**config.mk**
```make
export PLATFORM = sky130hd
export DESIGN_NAME = usb_ep_irq_status
export DESIGN_NICKNAME = d
export VERILOG_FILES = /design/src/rtl/usb_ep_irq_pkg.sv /design/src/rtl/ep_irq_src_sel.sv /design/src/rtl/ep_irq_req_cell.sv /design/src/rtl/ep_irq_combine.sv /design/src/rtl/usb_ep_irq_status.sv
export SDC_FILE = /design/constraint.sdc
export NUM_CORES = 1
export LEC_CHECK = 0
export BUFFER_PORTS_ARGS = -buffer_cell sky130_fd_sc_hd__buf_2
export CORE_MARGIN = 2
export CORE_UTILIZATION = 29
export DETAILED_ROUTE_END_ITERATION = 12
export PLACE_DENSITY = 0.8
export SLEW_MARGIN = 15
export SYNTH_ARGS = -nofsm -noshare
export SYNTH_HDL_FRONTEND = slang
export SYNTH_SLANG_ARGS = --single-unit
```
**constraint.sdc**
```tcl
create_clock -name clk -period 1.2 [get_ports clk]
set_input_delay 0.06 -clock clk [delete_from_list [all_inputs] [get_ports clk]]
set_output_delay 0.06 -clock clk [all_outputs]
set_load 0.02 [all_outputs]
```
**src/rtl/usb_ep_irq_pkg.sv**
```systemverilog
package usb_ep_irq_pkg;

    // State of one request bit
    typedef enum logic {
        REQ_IDLE    = 1'b0,
        REQ_PENDING = 1'b1
    } req_state_e;

    // Source vector layout: {iso_err, rx_overflow, out_ready, tx_underrun, in_done}
    localparam int unsigned SRC_W = 5;

    // Which sources can raise the request bit of each slot (slot k = endpoint 8+k)
    function automatic logic [SRC_W-1:0] slot_sources(input int unsigned slot);
        logic [SRC_W-1:0] sel;
        unique case (slot)
            0, 5:    sel = 5'b00011;  // IN bulk/iso: done, underrun
            1, 6:    sel = 5'b11100;  // OUT iso: ready, overflow, iso error
            2, 3:    sel = 5'b00001;  // IN interrupt: done only
            4:       sel = 5'b00100;  // OUT interrupt: ready only
            default: sel = 5'b00000;
        endcase
        return sel;
    endfunction

endpackage

```
**src/rtl/ep_irq_src_sel.sv**
```systemverilog
module ep_irq_src_sel
    import usb_ep_irq_pkg::*;
#(
    parameter int unsigned SLOT = 0
) (
    input  logic [SRC_W-1:0] flags,
    output logic             evt
);
    localparam logic [SRC_W-1:0] SEL = slot_sources(SLOT);

    assign evt = |(flags & SEL);
endmodule

```
**src/rtl/ep_irq_req_cell.sv**
```systemverilog
module ep_irq_req_cell
    import usb_ep_irq_pkg::*;
(
    input  logic clk,
    input  logic rst,
    input  logic evt,
    input  logic mask,
    input  logic clr,
    output logic pend
);
    req_state_e state_q, state_d;
    logic       raise;

    assign raise = evt && !mask;

    always_comb begin
        state_d = state_q;
        unique case (state_q)
            REQ_IDLE:    if (raise) state_d = REQ_PENDING;          // RAISE
            REQ_PENDING: if (clr && !raise) state_d = REQ_IDLE;     // ACK
            default:     state_d = REQ_IDLE;
        endcase
    end

    always_ff @(posedge clk) begin
        if (rst) state_q <= REQ_IDLE;
        else     state_q <= state_d;
    end

    always_comb begin
        pend = (state_q == REQ_PENDING);
    end

    AST_MASK_BLOCKS: assert property (@(posedge clk) disable iff (rst)
        (!pend && mask) |=> !pend);
    AST_STICKY: assert property (@(posedge clk) disable iff (rst)
        (pend && !clr) |=> pend);
    AST_SET_WINS: assert property (@(posedge clk) disable iff (rst)
        (evt && !mask) |=> pend);
    AST_MASK_KEEPS: assert property (@(posedge clk) disable iff (rst)
        (pend && mask && !clr) |=> pend);
endmodule

```
**src/rtl/ep_irq_combine.sv**
```systemverilog
module ep_irq_combine #(
    parameter int unsigned N = 7
) (
    input  logic         clk,
    input  logic         rst,
    input  logic [N-1:0] req,
    output logic         irq
);
    always_ff @(posedge clk) begin
        if (rst) irq <= 1'b0;
        else     irq <= |req;
    end

    AST_IRQ_HIGH: assert property (@(posedge clk) disable iff (rst)
        (|req) |=> irq);
    AST_IRQ_LOW: assert property (@(posedge clk) disable iff (rst)
        !(|req) |=> !irq);
endmodule

```
**src/rtl/usb_ep_irq_status.sv**
```systemverilog
module usb_ep_irq_status
    import usb_ep_irq_pkg::*;
#(
    parameter int unsigned NUM_EP = 7,
    parameter int unsigned DATA_W = 8
) (
    input  logic              clk,
    input  logic              rst,
    input  logic [NUM_EP-1:0] in_done,
    input  logic [NUM_EP-1:0] tx_underrun,
    input  logic [NUM_EP-1:0] out_ready,
    input  logic [NUM_EP-1:0] rx_overflow,
    input  logic [NUM_EP-1:0] iso_err,
    input  logic [NUM_EP-1:0] ep_mask,
    input  logic              wr_en,
    input  logic [DATA_W-1:0] wr_data,
    output logic [DATA_W-1:0] rd_data,
    output logic              irq
);
    localparam int unsigned PAD_W = DATA_W - NUM_EP;

    logic [NUM_EP-1:0] pend;

    for (genvar s = 0; s < NUM_EP; s++) begin : g_slot
        logic evt;
        logic clr;

        ep_irq_src_sel #(.SLOT(s)) i_sel (
            .flags ({iso_err[s], rx_overflow[s], out_ready[s], tx_underrun[s], in_done[s]}),
            .evt   (evt)
        );

        assign clr = wr_en && wr_data[s];

        ep_irq_req_cell i_cell (
            .clk  (clk),
            .rst  (rst),
            .evt  (evt),
            .mask (ep_mask[s]),
            .clr  (clr),
            .pend (pend[s])
        );
    end

    // Bits above the request bits are not written and read back as zero
    assign rd_data = {{PAD_W{1'b0}}, pend};

    ep_irq_combine #(.N(NUM_EP)) i_comb (
        .clk (clk),
        .rst (rst),
        .req (pend),
        .irq (irq)
    );

    AST_RESET_CLEARS: assert property (@(posedge clk)
        rst |=> (rd_data == '0 && !irq));
endmodule

```
# Yosys cells after proc, flatten, opt, wreduce, memory -nomap -nowiden
# Cells that the tools add are included.
[classes]
n_mux = 21
bitwise_logic = 7
n_reduce_logical = 40
[ops]
columns = ["operator", "count"]
rows = [
  ["$logic_and 1x1->1", 21],
  ["$logic_not 1->1", 14],
  ["$mux 1", 14],
  ["$pmux 1 s2", 7],
  ["$not 1->1", 7],
  ["$reduce_or 7->1", 1],
  ["$reduce_or 3->1", 2],
  ["$reduce_or 2->1", 2],
]
[totals]
ff_bits = 8
inputBits = 53
output_inout_bits = 9
wordCells = 76

# Depth between registers and ports, before layout
# Gate-level depths: netlist of run 1.
[depth]
depth_word = 6
mapped_depth = 3
mapped_depth_nobuf = 2

# Cells and area by module
# From an unflattened synthesis of run 1, not the netlist that was laid out.
[unflattened]
hier_cells = 48
area_unflattened_um2 = 434.2
[modules_own_cells]
columns = ["mod", "n_inst", "cells_each", "area_per_inst_um2", "seq_area_each_um2"]
rows = [
  ["ep_irq_req_cell", 7, 4, 41.3, 20.0],
  ["usb_ep_irq_status", 1, 9, 55.1, 0.0],
  ["ep_irq_combine", 1, 4, 42.5, 20.0],
  ["ep_irq_src_sel at g_slot[0].i_sel ...", 4, 1, 6.3, 0.0],
  ["ep_irq_src_sel at g_slot[2].i_sel ...", 3, 1, 7.5, 0.0],
]

# Worst setup path before layout of run 1
# Ideal clock, no wire load.
[synth_path]
path_type = "register to register"
startpoint = "register g_slot[6].i_cell.state_q"
endpoint = "register i_comb.irq"
setup_time_ns = 0.127
arrival_time_ns = 0.625
required_ns = 1.073
path_slack_ns = 0.448
path_stages_with_launch = 3
n_path_buf = 0
period_less_slack_ns = 0.752
cell_sequence = "dfxtp_1 > nor4_1 > a21oi_1"
[synth_via]
elab_chain_cells = 1
[synth_lines]
columns = ["element", "line", "rtl"]
rows = [
  ["start: declaration", "ep_irq_req_cell.sv:11", "req_state_e state_q, state_d;"],
  ["start signal: assignment", "ep_irq_req_cell.sv:27", "else state_q <= state_d;"],
  ["$reduce_or 7->1", "ep_irq_combine.sv:11", "else irq <= |req;"],
  ["end signal: assignment", "ep_irq_combine.sv:11", ""],
  ["end: declaration", "ep_irq_combine.sv:7", "output logic irq"],
]
# Every way passes these cells.
# A chain may end at the register's enable or synchronous reset.

# Worst setup path in the final report of run 1
[layout_path]
startpoint = "register g_slot[1].i_cell.state_q"
endpoint = "output port rd_data[1]"
[layout_lines]
columns = ["element", "line", "rtl"]
rows = [
  ["start: declaration", "ep_irq_req_cell.sv:11", ""],
  ["start signal: assignment", "ep_irq_req_cell.sv:27", ""],
  ["end: declaration", "usb_ep_irq_status.sv:17", "output logic [DATA_W-1:0] rd_data,"],
]
# No word-level cell between the ends.

==> results of run 1 <==
## logic make-up (layout without fill, tap and decap cells)
| kind of cell | after synthesis | after routing | synth area share (%) |
|---|---|---|---|
| AOI/OAI and AO/OA | 15 | 15 | 28.39 |
| other | 1 | 1 | 0.9250 |
| DFF | 8 | 8 | 39.51 |
| buffers and inverters | 10 | 41 | 16.97 |
| and+or+nand+nor | 11 | 11 | 14.20 |
## state kept, by name (all words and copies together) (netlist names)
register / flops
g_slot.i_cell.pend: 7
i_comb.irq: 1
## final timing paths
kind                    startpoint  slack (ns)               endpoint
max          g_slot[1].i_cell.pend        0.34             rd_data[1]
min                   out_ready[4]        0.07  g_slot[4].i_cell.pend
max reg2reg  g_slot[1].i_cell.pend        0.37             i_comb.irq
min reg2reg  g_slot[0].i_cell.pend        0.53             i_comb.irq
## per-layer routing
metal  global-route usage, %  wire length [um]
met1                   9.936               347
met3                   7.979                86
met5                       0                 0
met2                   28.13               487
met4                   4.839                 0
## worst reg2reg max path, delay by kind of cell, from the launching register on
kind            cells  cell delay, ns
flops               1            0.33
simple gates        1            0.29
compound gates      1            0.10
## area by class of cell
cell class / count / area (um^2) / area share [%]
inverters: 1 / 3.754 / 0.6623
well taps: 15 / 18.77 / 3.311
repair buffers: 37 / 185.2 / 32.67
multi-input cells: 27 / 176.4 / 31.13
flip-flops and latches: 8 / 160.2 / 28.26
clock buffers: 3 / 22.52 / 3.974
## power by group through the flow
stage | sequential [uW] | clock, uW | combinational [uW]
2_1_floorplan | 307 | 0 | 97.2
3_3_place_gp | 305 | 0 | 143
5_1_grt | 303 | 227 | 162
4_1_cts | 300 | 203 | 147
3_5_place_dp | 306 | 0 | 147
6_report | 301 | 191 | 144
## cell usage in the layout, fill, tap and decap left out, drive strengths merged
cell	netlist	final
buf	9	37
dfxtp	8	8
a21oi	6	6
a21bo	5	5
nand2b	3	3
clkbuf	0	3
nand2	2	2
or3	2	2
nor2	2	2
a32o	2	2
o21bai	2	2
inv	1	1
nor4	1	1
nor3	1	1
conb	1	1
## per-stage QoR
| stage | std cells | setup slack [ns] | hold slack [ns] | area (um^2) |
|---|---|---|---|---|
| after global routing | 91 | 0.2745 | 0.06559 | 566.8 |
| after floorplan | 45 | 0.4481 | 0.2084 | 405.4 |
| after CTS | 91 | 0.3346 | 0.05963 | 566.8 |
| final | 91 | 0.3443 | 0.06781 | 566.8 |
| after global placement | 88 | 0.3627 | 0.3178 | 544.3 |
| after detailed placement | 88 | 0.3460 | 0.3225 | 544.3 |
==> flow_metrics.env, run 1 <==
export IMPL_area_delta_synth_final_pct=39.81
export IMPL_hold_class="in2reg"
export IMPL_gp_congestion=0.6676
export IMPL_ios=62
export IMPL_syn_area_per_cell_um2=9.009
export IMPL_ctsHoldBuffers=0
export IMPL_critPathBufInv=1
export IMPL_yosys_area_top_type_share_pct=39.51
export IMPL_grt_pass1_wl_um=1407
export IMPL_grt_overflow=0
export IMPL_leakagePower_uw=0.0003004
export IMPL_yosysSeqAreaShare_pct=39.51
export IMPL_fin_skew_ns=0.001550
export IMPL_clkTransAtPathRegs_ns=0.05
export IMPL_hold_viol_final=0
export IMPL_hpwl_um=789.1
export IMPL_postRouteAntennaNets=0
export IMPL_cts_tree="yes"
export IMPL_crit_required_ns=1.14
export IMPL_seqPwrFrac_pct=47.2
export IMPL_outcome="completed"
export IMPL_p_sw_share_pct=25.05
export IMPL_power_density_nw_per_um2=1123
export IMPL_cts_sinks=8
export IMPL_grt_total_usage_pct=13.72
export IMPL_clkPwrFrac_pct=30.1
export IMPL_wl_per_cell_um=10.11
export IMPL_grt_pass1_vias=384
export IMPL_drc=0
export IMPL_synth_commonest_cells="buf_4, dfxtp_1, a21oi_1"
export IMPL_syn_area_um2=405.4
export IMPL_die_w_um=41.39
export IMPL_cp_slowest_stage_delay_ns=0.37
export IMPL_intPower_uw=477.0
export IMPL_fin_util_pct=43.56
export IMPL_fin_crit_ns=0.8557
export IMPL_hold_depth=3
export IMPL_crit_fanout=3
export IMPL_ys_warn_count=0
export IMPL_slowest_stage="dfxtp_1"
export IMPL_via_count=405
export IMPL_setup_tns_final_ns=0
export IMPL_root_buffer="clkbuf_4"
export IMPL_synth_distinct_cells=15
export IMPL_postRouteWirelength_um=920
export IMPL_yosysTopAreaCell="dfxtp_1"
export IMPL_critPathLaunchType="register"
export IMPL_async_flop_share_pct=0
export IMPL_num_rows=13
export IMPL_drive_above_1_share_pct=59.21
export IMPL_cts_htree_levels=1
export IMPL_clock_latency_ns=0.24
export IMPL_synth_ff_type="dfxtp_1"
export IMPL_drt_first_pass_iters=1
export IMPL_path_delay_family="flip-flops"
export IMPL_max_vdd_ir_drop_v=0.0006037
export IMPL_post_cts_setup_buffer_count=0
export IMPL_fin_nets=131
export IMPL_switching_power_uw=159.4
export IMPL_cp_depth=1
export IMPL_clk_path_buf_depth=2
export IMPL_n_fill_cell=145
export IMPL_io_buffer_count=37
export IMPL_path_class="reg2out"
export IMPL_slew_viol_final=0
export IMPL_max_freq_mhz=1169
export IMPL_r2r_cells=2
export IMPL_antennaDiodeCount=0
export IMPL_combPwrFrac_pct=22.7
export IMPL_grt_setup_unrepaired="false"
export IMPL_cts_buffers=3
export IMPL_arrival_ns=0.80
export IMPL_dieHeight_um=41.39
export IMPL_synthesis_nets=98
export IMPL_cp_cell_sequence="buf_2"
export IMPL_grt_max_degree=10
export IMPL_cap_violations=0
export IMPL_setup_violations=0
export IMPL_ctsResizeCount=0
export IMPL_synth_edf_count=0
export IMPL_drt_iter0_markers=0
export IMPL_die_area_um2=1713
export IMPL_coreArea_um2=1301
export IMPL_grt_antenna_before_repair=0
export IMPL_synth_area_leaders="dfxtp_1, buf_4, a21bo_2, a21oi_1, a32o_1"
export IMPL_power_uw=636.4
export IMPL_worst_setup_path_end_kind="primary output"
export IMPL_post_route_period_util_pct=71.31
export IMPL_floorplan_initialDensity_pct=31.15
export IMPL_syn_instance_count=45
export IMPL_vias_per_cell=4.451
export IMPL_ys_ff_latch=8
Power figures use the tool's default switching activity.
==> run 2, diff against run 1 <==
- CORE_UTILIZATION: 29 -> 27
- PLACE_DENSITY: 0.8 -> 0.76
- clock period: 1.2 -> 0.8 ns (I/O delays scaled with it)
==> run 2 against run 1 <==
  * The run now ends with negative setup slack left
  * Hold slack worse by 0.036 ns
  * Sequential power increased by 51%
  * Global-route usage decreased by 2.9 points
  * Clock power grew 58%
  * Die area increased by 6.7%
  * Via count decreased by 1.5%
  * Highest routed layer unchanged
  * Sequential share of layout area decreased by 0.98 points
  * Critical endpoint is now i_comb.irq
==> flow_metrics.env, run 2 (synthesis gave the netlist of run 1 again) <==
export IMPL_drc=0
export IMPL_grt_pass1_vias=366
export IMPL_clk_path_buf_depth=2
export IMPL_switching_power_uw=255.5
export IMPL_cp_slowest_stage_delay_ns=0.33
export IMPL_post_route_period_util_pct=104.1
export IMPL_largest_register_ffs=7
export IMPL_critPathLaunchType="register"
export IMPL_drive_above_1_share_pct=69.23
export IMPL_ctsHoldBuffers=0
export IMPL_slowest_stage="dfxtp_2"
export IMPL_arrival_ns=0.96
export IMPL_hold_class="in2reg"
export IMPL_met1_length_um=380
export IMPL_cts_htree_levels=1
export IMPL_setup_violations=2
export IMPL_intPower_uw=752.3
export IMPL_floorplan_initialDensity_pct=30.03
export IMPL_grt_setup_unrepaired="true"
export IMPL_timing_final_ws_setup_ns=-0.03256
export IMPL_hold_viol_final=0
export IMPL_gp_congestion=0.6511
export IMPL_root_buffer="clkbuf_4"
export IMPL_grt_overflow=0
export IMPL_violations="negative setup slack"
export IMPL_slew_viol_final=0
export IMPL_cts_tree="yes"
export IMPL_num_rows=13
export IMPL_final_common_cell="buf_2"
export IMPL_path_delay_family="flip-flops"
export IMPL_fin_skew_ns=0.001265
export IMPL_cts_buffers=3
export IMPL_via_count=399
export IMPL_drt_first_pass_iters=2
export IMPL_grt_pass1_wl_um=1449
export IMPL_clkPwrFrac_pct=30.0
export IMPL_dieHeight_um=42.75
export IMPL_cp_cell_sequence="nor4_1 > a21oi_1"
export IMPL_ios=62
export IMPL_crit_fanout=3
export IMPL_cts_sinks=8
export IMPL_drt_iter0_markers=4
export IMPL_critPathBufInv=0
export IMPL_combPwrFrac_pct=24.8
export IMPL_max_vdd_ir_drop_v=0.0008201
export IMPL_max_freq_mhz=1201
export IMPL_clock_latency_ns=0.25
export IMPL_p_sw_share_pct=25.35
export IMPL_leakagePower_uw=0.0003176
export IMPL_dr_wl_met2_um=411
export IMPL_wl_met3_um=106
export IMPL_worst_setup_path_end_kind="register"
export IMPL_io_buffer_count=37
export IMPL_postRouteAntennaNets=0
export IMPL_grt_max_degree=8
export IMPL_die_w_um=42.75
export IMPL_top_layer_used="met3"
export IMPL_antennaDiodeCount=0
export IMPL_seqPwrFrac_pct=45.2
export IMPL_hpwl_um=752.5
export IMPL_fin_nets=133
export IMPL_grt_total_usage_pct=10.81
export IMPL_dp_cells=90
export IMPL_fin_util_pct=45.88
export IMPL_grt_antenna_before_repair=0
export IMPL_path_class="reg2reg"
export IMPL_die_area_um2=1828
export IMPL_wl_per_cell_um=9.656
export IMPL_post_cts_setup_buffer_count=0
export IMPL_outcome="finished, violations left"
export IMPL_instances_no_fill=93
export IMPL_crit_required_ns=0.93
export IMPL_coreArea_um2=1350
export IMPL_clkTransAtPathRegs_ns=0.05
export IMPL_postRouteWirelength_um=898
export IMPL_area_delta_synth_final_pct=52.78
export IMPL_power_uw=1008
export IMPL_final_cell_mix="buf_2, dfxtp_2, a21oi_1, buf_4, a21bo_2"
export IMPL_fin_crit_ns=0.8326
export IMPL_cap_violations=0
export IMPL_power_density_nw_per_um2=1627
export IMPL_vias_per_cell=4.290
-- run 2: changes by cell type in the layout (fill, tap and decap cells not counted) --
cell / delta
buf_2: -7
dfxtp_1: -7
dfxtp_2: +7
buf_4: +6
buf_6: +3
-- run 2: final timing paths --
| check | slack (ns) | to | cells past startpoint | startpoint |
|---|---|---|---|---|
| setup reg to reg | -0.03 | i_comb.irq | 2 | g_slot[6].i_cell.pend |
| hold reg to reg | 0.52 | i_comb.irq | 2 | g_slot[2].i_cell.pend |
| setup / recovery | -0.03 | i_comb.irq | 2 | g_slot[6].i_cell.pend |
| hold / removal | 0.03 | g_slot[2].i_cell.pend | 3 | in_done[2] |
-- run 2: tightest hold or removal path, delay by kind of cell --
kind | cells | cell delay [ns]
simple gates | 1 | 0.06
compound gates | 1 | 0.05
buf+inv | 1 | 0.09
-- run 2: through the flow --
step	setup WS, ns	TNS (ns)	hold WS (ns)	cell area (um^2)
after floorplan	0.04811	0	0.1884	405.4
after global placement	-0.01516	-0.02752	0.2982	559.3
after detailed placement	-0.01981	-0.05345	0.3018	559.3
after CTS	-0.04605	-0.07462	0.03092	606.8
after global routing	-0.06272	-0.1235	0.03723	619.3
final	-0.03256	-0.06489	0.03166	619.3
-- run 2: layer usage --
layer | GRT usage, % | vias to the layer above
li1 | - | 214
met1 | 12.50 | 162
met2 | 15.76 | 23
met3 | 4.681 | 0
met4 | 7.500 | 0
met5 | 0 | -
-- run 2: layout make-up --
type / instances / area, um^2
fill: 156 / 730.7
sequential: 8 / 168.9
timing repair buffer: 39 / 229.0
multi-input combinational: 27 / 176.4
inverter: 1 / 3.754
tap: 15 / 18.77
clock buffer: 3 / 22.52
-- run 2: timing repair --
action                                  CTS  global route
resized for setup                        10             7
endpoints found under the setup margin    7             9
cloned                                    0             0
endpoints found under the hold margin     0             0
-- run 2: power by group through the flow --
stage	sequential (uW)	combinational, uW	clock [uW]
2_1_floorplan	460	146	0
3_3_place_gp	455	226	0
3_5_place_dp	456	229	0
4_1_cts	451	249	325
5_1_grt	460	272	351
6_report	456	250	302
